### src/rtl/eil_pkg.sv
package eil_pkg;
  typedef enum logic [2:0] {
    OP_WORD    = 3'd0,
    OP_STATION = 3'd1,
    OP_BOARD   = 3'd2,
    OP_LOAD    = 3'd3,
    OP_WRITE   = 3'd4,
    OP_UPDATE  = 3'd5
  } op_e;

  typedef enum logic [2:0] {
    S_IDLE,
    S_CHK,
    S_RD,
    S_EVAL,
    S_WR,
    S_DONE
  } state_e;
endpackage

### src/rtl/eil_shadow.sv
module eil_shadow #(
  parameter int DW       = 16,
  parameter int DEPTH    = 64,
  parameter int AW       = 6,
  parameter int SIG_IDX  = 10,
  parameter int ST_IDX   = 0,
  parameter int ST_WORDS = 3,
  parameter int BD_IDX   = 8
) (
  input  logic                   clk,
  input  logic                   rst_n,
  input  logic                   wr_en,
  input  logic [AW-1:0]          wr_addr,
  input  logic [DW-1:0]          wr_data,
  input  logic [AW-1:0]          rd_addr,
  output logic [DW-1:0]          rd_data,
  output logic [DW-1:0]          sig_word,
  output logic [ST_WORDS*DW-1:0] station,
  output logic [2*DW-1:0]        board
);
  logic [DW-1:0] mem_q [DEPTH];

  always_ff @(posedge clk or negedge rst_n) begin
    if (!rst_n) begin
      for (int i = 0; i < DEPTH; i++) mem_q[i] <= '0;
    end else if (wr_en) begin
      mem_q[wr_addr] <= wr_data;
    end
  end

  assign rd_data  = mem_q[rd_addr];
  assign sig_word = mem_q[SIG_IDX];
  assign board    = {mem_q[BD_IDX+1], mem_q[BD_IDX]};

  for (genvar g = 0; g < ST_WORDS; g++) begin : g_station
    assign station[g*DW +: DW] = mem_q[ST_IDX+g];
  end
endmodule

### src/rtl/eil_sum_acc.sv
module eil_sum_acc #(
  parameter int DW = 16
) (
  input  logic          clk,
  input  logic          rst_n,
  input  logic          clr,
  input  logic          add_en,
  input  logic [DW-1:0] add_val,
  output logic [DW-1:0] sum
);
  logic [DW-1:0] sum_q, sum_d;
  logic          sum_en;

  always_comb begin
    sum_en = clr | add_en;
    sum_d  = clr ? '0 : sum_q + add_val;
  end

  always_ff @(posedge clk or negedge rst_n) begin
    if (!rst_n)      sum_q <= '0;
    else if (sum_en) sum_q <= sum_d;
  end

  assign sum = sum_q;
endmodule

### src/rtl/eil_ctl.sv
module eil_ctl
  import eil_pkg::*;
#(
  parameter int          DW        = 16,
  parameter int          DEPTH     = 64,
  parameter int          AW        = 6,
  parameter int          IW        = 7,
  parameter int          RW        = 48,
  parameter int          SIG_IDX   = 10,
  parameter logic [15:0] SIG_MASK  = 16'hC000,
  parameter logic [15:0] SIG_VALID = 16'h4000,
  parameter logic [15:0] SIG_CLEAR = 16'h0000,
  parameter logic [15:0] SUM_GOAL  = 16'hBABA
) (
  input  logic          clk,
  input  logic          rst_n,
  input  logic          cmd_valid,
  input  logic [2:0]    cmd_op,
  input  logic [IW-1:0] cmd_idx,
  input  logic [DW-1:0] cmd_wdata,
  output logic          busy,
  output logic          done,
  output logic          done_ok,
  output logic [RW-1:0] resp_data,
  output logic          mst_req,
  output logic          mst_we,
  output logic [AW-1:0] mst_addr,
  output logic [DW-1:0] mst_wdata,
  input  logic          mst_ack,
  input  logic [DW-1:0] mst_rdata,
  input  logic [DW-1:0] sig_word,
  input  logic [DW-1:0] sel_word,
  input  logic [RW-1:0] station,
  input  logic [2*DW-1:0] board,
  input  logic [DW-1:0] sum,
  output logic [AW-1:0] rd_addr,
  output logic          shd_we,
  output logic [AW-1:0] shd_addr,
  output logic [DW-1:0] shd_wdata,
  output logic          acc_clr,
  output logic          acc_add
);
  localparam logic [AW-1:0] LAST_ALL = AW'(DEPTH - 1);
  localparam logic [AW-1:0] LAST_UPD = AW'(DEPTH - 2);
  localparam logic [AW-1:0] SIG_A    = AW'(SIG_IDX);
  localparam logic [IW-1:0] IDX_LIM  = IW'(DEPTH);

  state_e        state_q, state_n;
  op_e           op_q, op_n;
  logic [IW-1:0] idx_q, idx_n;
  logic [DW-1:0] wdata_q, wdata_n;
  logic [AW-1:0] cnt_q, cnt_n;
  logic          loaded_q, loaded_n;
  logic          ok_q, ok_n;
  logic [RW-1:0] resp_q, resp_n;

  logic sig_ok, in_range, last_rd, is_upd;

  always_comb begin
    sig_ok   = (sig_word & SIG_MASK) == SIG_VALID;
    in_range = idx_q < IDX_LIM;
    is_upd   = op_q == OP_UPDATE;
    last_rd  = cnt_q == (is_upd ? LAST_UPD : LAST_ALL);
  end

  always_comb begin
    state_n   = state_q;
    op_n      = op_q;
    idx_n     = idx_q;
    wdata_n   = wdata_q;
    cnt_n     = cnt_q;
    loaded_n  = loaded_q;
    ok_n      = ok_q;
    resp_n    = resp_q;
    mst_req   = 1'b0;
    mst_we    = 1'b0;
    mst_addr  = cnt_q;
    mst_wdata = '0;
    shd_we    = 1'b0;
    shd_addr  = cnt_q;
    shd_wdata = mst_rdata;
    acc_clr   = 1'b0;
    acc_add   = 1'b0;
    unique case (state_q)
      S_IDLE: begin
        if (cmd_valid) begin
          op_n     = op_e'(cmd_op);
          idx_n    = cmd_idx;
          wdata_n  = cmd_wdata;
          loaded_n = 1'b0;
          state_n  = S_CHK;
        end
      end
      S_CHK: begin
        ok_n    = 1'b0;
        resp_n  = '0;
        state_n = S_DONE;
        unique case (op_q)
          OP_WORD, OP_STATION, OP_BOARD: begin
            if (op_q == OP_WORD && !in_range) begin
              state_n = S_DONE;
            end else if (sig_ok) begin
              ok_n = 1'b1;
              if (op_q == OP_WORD)         resp_n = RW'(sel_word);
              else if (op_q == OP_STATION) resp_n = station;
              else                         resp_n = RW'(board);
            end else if (!loaded_q) begin
              cnt_n   = '0;
              acc_clr = 1'b1;
              state_n = S_RD;
            end
          end
          OP_LOAD: begin
            if (loaded_q) begin
              ok_n = sig_ok;
            end else begin
              cnt_n   = '0;
              acc_clr = 1'b1;
              state_n = S_RD;
            end
          end
          OP_WRITE: begin
            if (in_range) state_n = S_WR;
          end
          OP_UPDATE: begin
            cnt_n   = '0;
            acc_clr = 1'b1;
            state_n = S_RD;
          end
          default: state_n = S_DONE;
        endcase
      end
      S_RD: begin
        mst_req = 1'b1;
        if (mst_ack) begin
          acc_add = 1'b1;
          shd_we  = !is_upd;
          if (last_rd) state_n = is_upd ? S_WR : S_EVAL;
          else         cnt_n   = cnt_q + 1'b1;
        end
      end
      S_EVAL: begin
        if (sum != SUM_GOAL) begin
          shd_we    = 1'b1;
          shd_addr  = SIG_A;
          shd_wdata = SIG_CLEAR;
        end
        loaded_n = 1'b1;
        state_n  = S_CHK;
      end
      S_WR: begin
        mst_req   = 1'b1;
        mst_we    = 1'b1;
        mst_addr  = is_upd ? LAST_ALL : idx_q[AW-1:0];
        mst_wdata = is_upd ? (SUM_GOAL - sum) : wdata_q;
        if (mst_ack) begin
          shd_we    = 1'b1;
          shd_addr  = SIG_A;
          shd_wdata = SIG_CLEAR;
          ok_n      = 1'b1;
          resp_n    = '0;
          state_n   = S_DONE;
        end
      end
      S_DONE: state_n = S_IDLE;
      default: state_n = S_IDLE;
    endcase
  end

  always_ff @(posedge clk or negedge rst_n) begin
    if (!rst_n) begin
      state_q  <= S_IDLE;
      op_q     <= OP_WORD;
      idx_q    <= '0;
      wdata_q  <= '0;
      cnt_q    <= '0;
      loaded_q <= 1'b0;
      ok_q     <= 1'b0;
      resp_q   <= '0;
    end else begin
      state_q  <= state_n;
      op_q     <= op_n;
      idx_q    <= idx_n;
      wdata_q  <= wdata_n;
      cnt_q    <= cnt_n;
      loaded_q <= loaded_n;
      ok_q     <= ok_n;
      resp_q   <= resp_n;
    end
  end

  assign busy      = state_q != S_IDLE;
  assign done      = state_q == S_DONE;
  assign done_ok   = ok_q;
  assign resp_data = resp_q;
  assign rd_addr   = idx_q[AW-1:0];
endmodule

### src/rtl/eil_image_loader.sv
module eil_image_loader #(
  parameter int          DW        = 16,
  parameter int          DEPTH     = 64,
  parameter int          SIG_IDX   = 10,
  parameter logic [15:0] SIG_MASK  = 16'hC000,
  parameter logic [15:0] SIG_VALID = 16'h4000,
  parameter logic [15:0] SIG_CLEAR = 16'h0000,
  parameter logic [15:0] SUM_GOAL  = 16'hBABA,
  parameter int          ST_IDX    = 0,
  parameter int          BD_IDX    = 8,
  parameter int          AW        = $clog2(DEPTH),
  parameter int          IW        = AW + 1,
  parameter int          RW        = 3 * DW
) (
  input  logic          clk,
  input  logic          rst_n,
  input  logic          cmd_valid,
  input  logic [2:0]    cmd_op,
  input  logic [IW-1:0] cmd_idx,
  input  logic [DW-1:0] cmd_wdata,
  output logic          busy,
  output logic          done,
  output logic          done_ok,
  output logic [RW-1:0] resp_data,
  output logic          mst_req,
  output logic          mst_we,
  output logic [AW-1:0] mst_addr,
  output logic [DW-1:0] mst_wdata,
  input  logic          mst_ack,
  input  logic [DW-1:0] mst_rdata
);
  logic [1:0]      rst_sync_q;
  logic            rst_int_n;
  logic [DW-1:0]   sig_word, sel_word, sum;
  logic [RW-1:0]   station;
  logic [2*DW-1:0] board;
  logic [AW-1:0]   rd_addr, shd_addr;
  logic [DW-1:0]   shd_wdata;
  logic            shd_we, acc_clr, acc_add;

  always_ff @(posedge clk or negedge rst_n) begin
    if (!rst_n) rst_sync_q <= 2'b00;
    else        rst_sync_q <= {rst_sync_q[0], 1'b1};
  end
  assign rst_int_n = rst_sync_q[1];

  eil_shadow #(
    .DW(DW), .DEPTH(DEPTH), .AW(AW), .SIG_IDX(SIG_IDX),
    .ST_IDX(ST_IDX), .ST_WORDS(3), .BD_IDX(BD_IDX)
  ) u_shadow (
    .clk(clk), .rst_n(rst_int_n),
    .wr_en(shd_we), .wr_addr(shd_addr), .wr_data(shd_wdata),
    .rd_addr(rd_addr), .rd_data(sel_word), .sig_word(sig_word),
    .station(station), .board(board)
  );

  eil_sum_acc #(.DW(DW)) u_acc (
    .clk(clk), .rst_n(rst_int_n), .clr(acc_clr), .add_en(acc_add),
    .add_val(mst_rdata), .sum(sum)
  );

  eil_ctl #(
    .DW(DW), .DEPTH(DEPTH), .AW(AW), .IW(IW), .RW(RW), .SIG_IDX(SIG_IDX),
    .SIG_MASK(SIG_MASK), .SIG_VALID(SIG_VALID), .SIG_CLEAR(SIG_CLEAR),
    .SUM_GOAL(SUM_GOAL)
  ) u_ctl (
    .clk(clk), .rst_n(rst_int_n),
    .cmd_valid(cmd_valid), .cmd_op(cmd_op), .cmd_idx(cmd_idx), .cmd_wdata(cmd_wdata),
    .busy(busy), .done(done), .done_ok(done_ok), .resp_data(resp_data),
    .mst_req(mst_req), .mst_we(mst_we), .mst_addr(mst_addr), .mst_wdata(mst_wdata),
    .mst_ack(mst_ack), .mst_rdata(mst_rdata),
    .sig_word(sig_word), .sel_word(sel_word), .station(station), .board(board),
    .sum(sum), .rd_addr(rd_addr), .shd_we(shd_we), .shd_addr(shd_addr),
    .shd_wdata(shd_wdata), .acc_clr(acc_clr), .acc_add(acc_add)
  );
endmodule

### config.mk
export PLATFORM = sky130hd
export DESIGN_NAME = eil_image_loader
export DESIGN_NICKNAME = d
export VERILOG_FILES = /design/src/rtl/eil_pkg.sv /design/src/rtl/eil_shadow.sv /design/src/rtl/eil_sum_acc.sv /design/src/rtl/eil_ctl.sv /design/src/rtl/eil_image_loader.sv
export SDC_FILE = /design/constraint.sdc
export NUM_CORES = 2
export LEC_CHECK = 0
export BUFFER_PORTS_ARGS = -buffer_cell sky130_fd_sc_hd__buf_2
export CORE_MARGIN = 2
export CORE_UTILIZATION = 40
export CTS_CLUSTER_DIAMETER = 100
export DETAILED_ROUTE_END_ITERATION = 7
export PLACE_DENSITY = 0.6
export SLEW_MARGIN = 20
export SYNTH_ARGS = -nofsm -noshare
export SYNTH_HDL_FRONTEND = slang
export SYNTH_SLANG_ARGS = --single-unit
### constraint.sdc
create_clock -name clk -period 52.1 [get_ports clk]
set_input_delay 5.21 -clock clk [delete_from_list [all_inputs] [get_ports clk]]
set_output_delay 5.21 -clock clk [all_outputs]
set_load 0.02 [all_outputs]
==> impl_metrics.ini <==
[run_status]
status = completed

[timing]
skew_ns = 0.0357
max_freq_mhz = 119
tns_ns = 0
hold_violations = 0
maxSlewHeadroom = 0.237
setup_violations = 0
rsz0062_at_grt = false
worst_pin_slew_ns = 1.14
period_needed_ns = 8.37
finalCritPeriodShare = 0.161
finalMaxSlewViolations = 0

[layout]
final_common_cell = dfrtp_1
syn_to_final_growth_pct = 11.2
design_area_mm2 = 0.0567
final_layout_size_suffix_gt1_frac = 0.220
final_cell_mix = dfrtp_1 (1121), nand2_1 (1008), o21ai_0 (869)
fin_nets = 4481

[yosys]
synth-main-ff-cell = dfrtp_1
synth_area_mm2 = 0.0510
synth_top_cell_by_area = dfrtp_1
synth_edf_count = 0
syn_area_per_cell_um2 = 11.3
synth_cells = 4506
ys_async_sr_fraction = 1.00
yosys_warnings = 0
ys_types = 78
ys_top_cells_by_area = dfrtp_1 (55%), mux4_2 (13%), o21ai_0 (8.5%)
synth-seq-cells = 1127
ys_seq_area_frac = 0.553
synth_top_area_share = 0.553
syn_nets = 4571

[detailed_routing]
routed_via_density = 5.54
detail-route-antenna-nets = 0
wl_per_cell_um = 23.3
vias = 34200
firstDrtPassIters = 5
drt-initial-drc-count = 2843
drt-total-wl_um = 144000
drc = 0

[grt]
grt_max_degree = 172
grt_usage = 0.224
grt-ovfl-total = 0
antenna_found_initial = 7
grt_pass1_wl_um = 223000
grt_pass1_vias = 34800

[floorplanning]
io_pins = 121
rows = 131
die_area_mm2 = 0.130
start_util = 0.402
die_x_um = 361
die_h_um = 361
core_area_mm2 = 0.127

[worst_hold_path]
min_path_type = reg -> async

[place]
post-dp-hpwl_um = 88700
dpl_cell_area_mm2 = 0.0526
portBuffers = 120
globalplace.congestion = 0.819

[clock_network]
htreeDepth = 3
cts_root_buf = clkbuf_16
cts_buffers = 119
post_cts_resized = 0
cts_tree = built
cts_buffer_depth = 3
ctsHoldBuffers = 0
postCtsSetupBuffers = 0
cts_sinks = 1127
insertion_delay_ns = 0.75
clkSlewWorstSetupHoldPaths_ns = 0.06

[setup_path]
worstPathMaxFanout = 18
worst_r2r_startpoint = u_ctl.idx_q[2]$_DFFE_PN0P_
worstPathArrival_ns = 3.16
critPathLaunch = u_ctl.state_q[1]$_DFFE_PN0P_
crit_path_start_kind = register
cp.required_ns = 46.89
critical_path_class = reg -> out
cp-end-kind = output pin

[power]
ir_worst_vdd_mv = 0.0356
powerDensity_mw_per_mm2 = 43.6
p_leak_uw = 0.0249

[job]
drv_cap = 0
[metal layers]
layer  vias up  track usage  routed length, um
met5         -            0                 47
met4         6       0.0701               4320
met3       217       0.0330               7120
met2       789        0.361              68400
met1     17500        0.313              63800
li1      15700            -                  -
[flip-flops by register name (all words and copies together), names as in the netlist]
name / cells
u_shadow.mem_q: 928
u_ctl.resp_data: 48
u_shadow.station: 48
u_shadow.board: 32
u_acc.sum: 16
u_ctl.wdata_q: 16
u_shadow.sig_word: 16
u_ctl.idx_q: 7
u_ctl.cnt_q: 6
u_ctl.op_q: 3
u_ctl.state_q: 3
rst_sync_q: 2
u_ctl.done_ok: 1
u_ctl.loaded_q: 1
[stage by stage]
stage	total power [uW]	utilization	hold WS (ns)	worst slack, ns	cells
finish	2480	0.447	0.349	43.73	6178
floorplan	1410	-	0.331	18.36	4506
global route	2580	0.447	0.363	43.67	6178
global placement	1610	0.414	0.335	44.05	5957
CTS	2500	0.447	0.355	43.71	6177
detailed placement	1610	0.414	0.342	43.97	5957
[layout make-up]
class	count	area, um^2
Inverter	11	43.8
Antenna cell	1	2.50
Fill cell	11800	70300
Timing Repair Buffer	214	1330
Sequential cell	1127	28200
Clock inverter	47	592
Multi-Input combinational cell	2943	21000
Tap cell	1662	2080
Clock buffer	173	3480
[synth_stat cells, types with 4 or more instances]
cell type / number
o22ai_1: 28
a21o_1: 5
xnor2_1: 17
o31ai_1: 19
mux2i_1: 49
o21a_1: 8
o22a_1: 4
and3_1: 8
nor4_1: 4
nor2b_1: 4
o21bai_1: 4
nand2_2: 35
clkbuf_1: 312
nor2_1: 75
buf_2: 52
nand4_1: 11
and2_1: 18
o21ai_2: 65
nand3_1: 21
mux4_2: 304
nor3_1: 6
nand2b_1: 11
a21oi_1: 40
mux2_1: 10
inv_1: 10
buf_4: 9
a22o_1: 17
buf_6: 24
buf_1: 27
mux2_4: 10
a211oi_1: 11
o21ai_1: 46
ha_1: 18
mux2_2: 98
nand2_1: 1027
o21ai_0: 869
xor2_1: 15
or3_1: 16
dfrtp_1: 1127
o221a_2: 15
[critical path, cell delays in order, from the launching register on]
cell and delay [ns]:
dfrtp_1 0.71, nor2_2 0.13, nand2_4 0.27, inv_4 0.15, nand2_1 0.42, nor2_1 0.09
a21oi_1 0.38, buf_2 0.25
[kinds of logic (layout without fill, tap and decap cells)]
kind of cell,after synthesis,after routing,synth area share
compound gates,1155,1155,0.126
buf+inv,436,445,0.0378
flops,1127,1127,0.553
mux,471,471,0.171
simple gates,1265,1265,0.102
fa+ha+maj,19,19,0.00481
xor+xnor,32,32,0.00549
other cells,1,2,0.0000735
[worst paths after layout]
path                                                         to  slack (ns)  cells after the start
worst max-delay path                                mst_addr[1]       43.73                      7
worst min-delay path                   u_acc.sum[2]$_DFFE_PN0P_        0.35                      0
worst max register to register   u_ctl.resp_data[5]$_DFFE_PN0P_       46.44                      9
worst min register to register         u_acc.sum[2]$_DFFE_PN0P_        0.35                      0
max in group asynchronous       u_shadow.mem_q[233]$_DFFE_PN0P_       47.65                      4
min in group clk                        rst_sync_q[1]$_DFF_PN0_        0.35                      0
[report_power, final]
| part | leakage [uW] | switching [uW] | internal, uW |
|---|---|---|---|
| registers | 0.0156 | 67.1 | 923 |
| logic | 0.00728 | 393 | 211 |
| clock network | 0.00202 | 364 | 518 |
No activity file was read; power rests on OpenSTA's default activity.
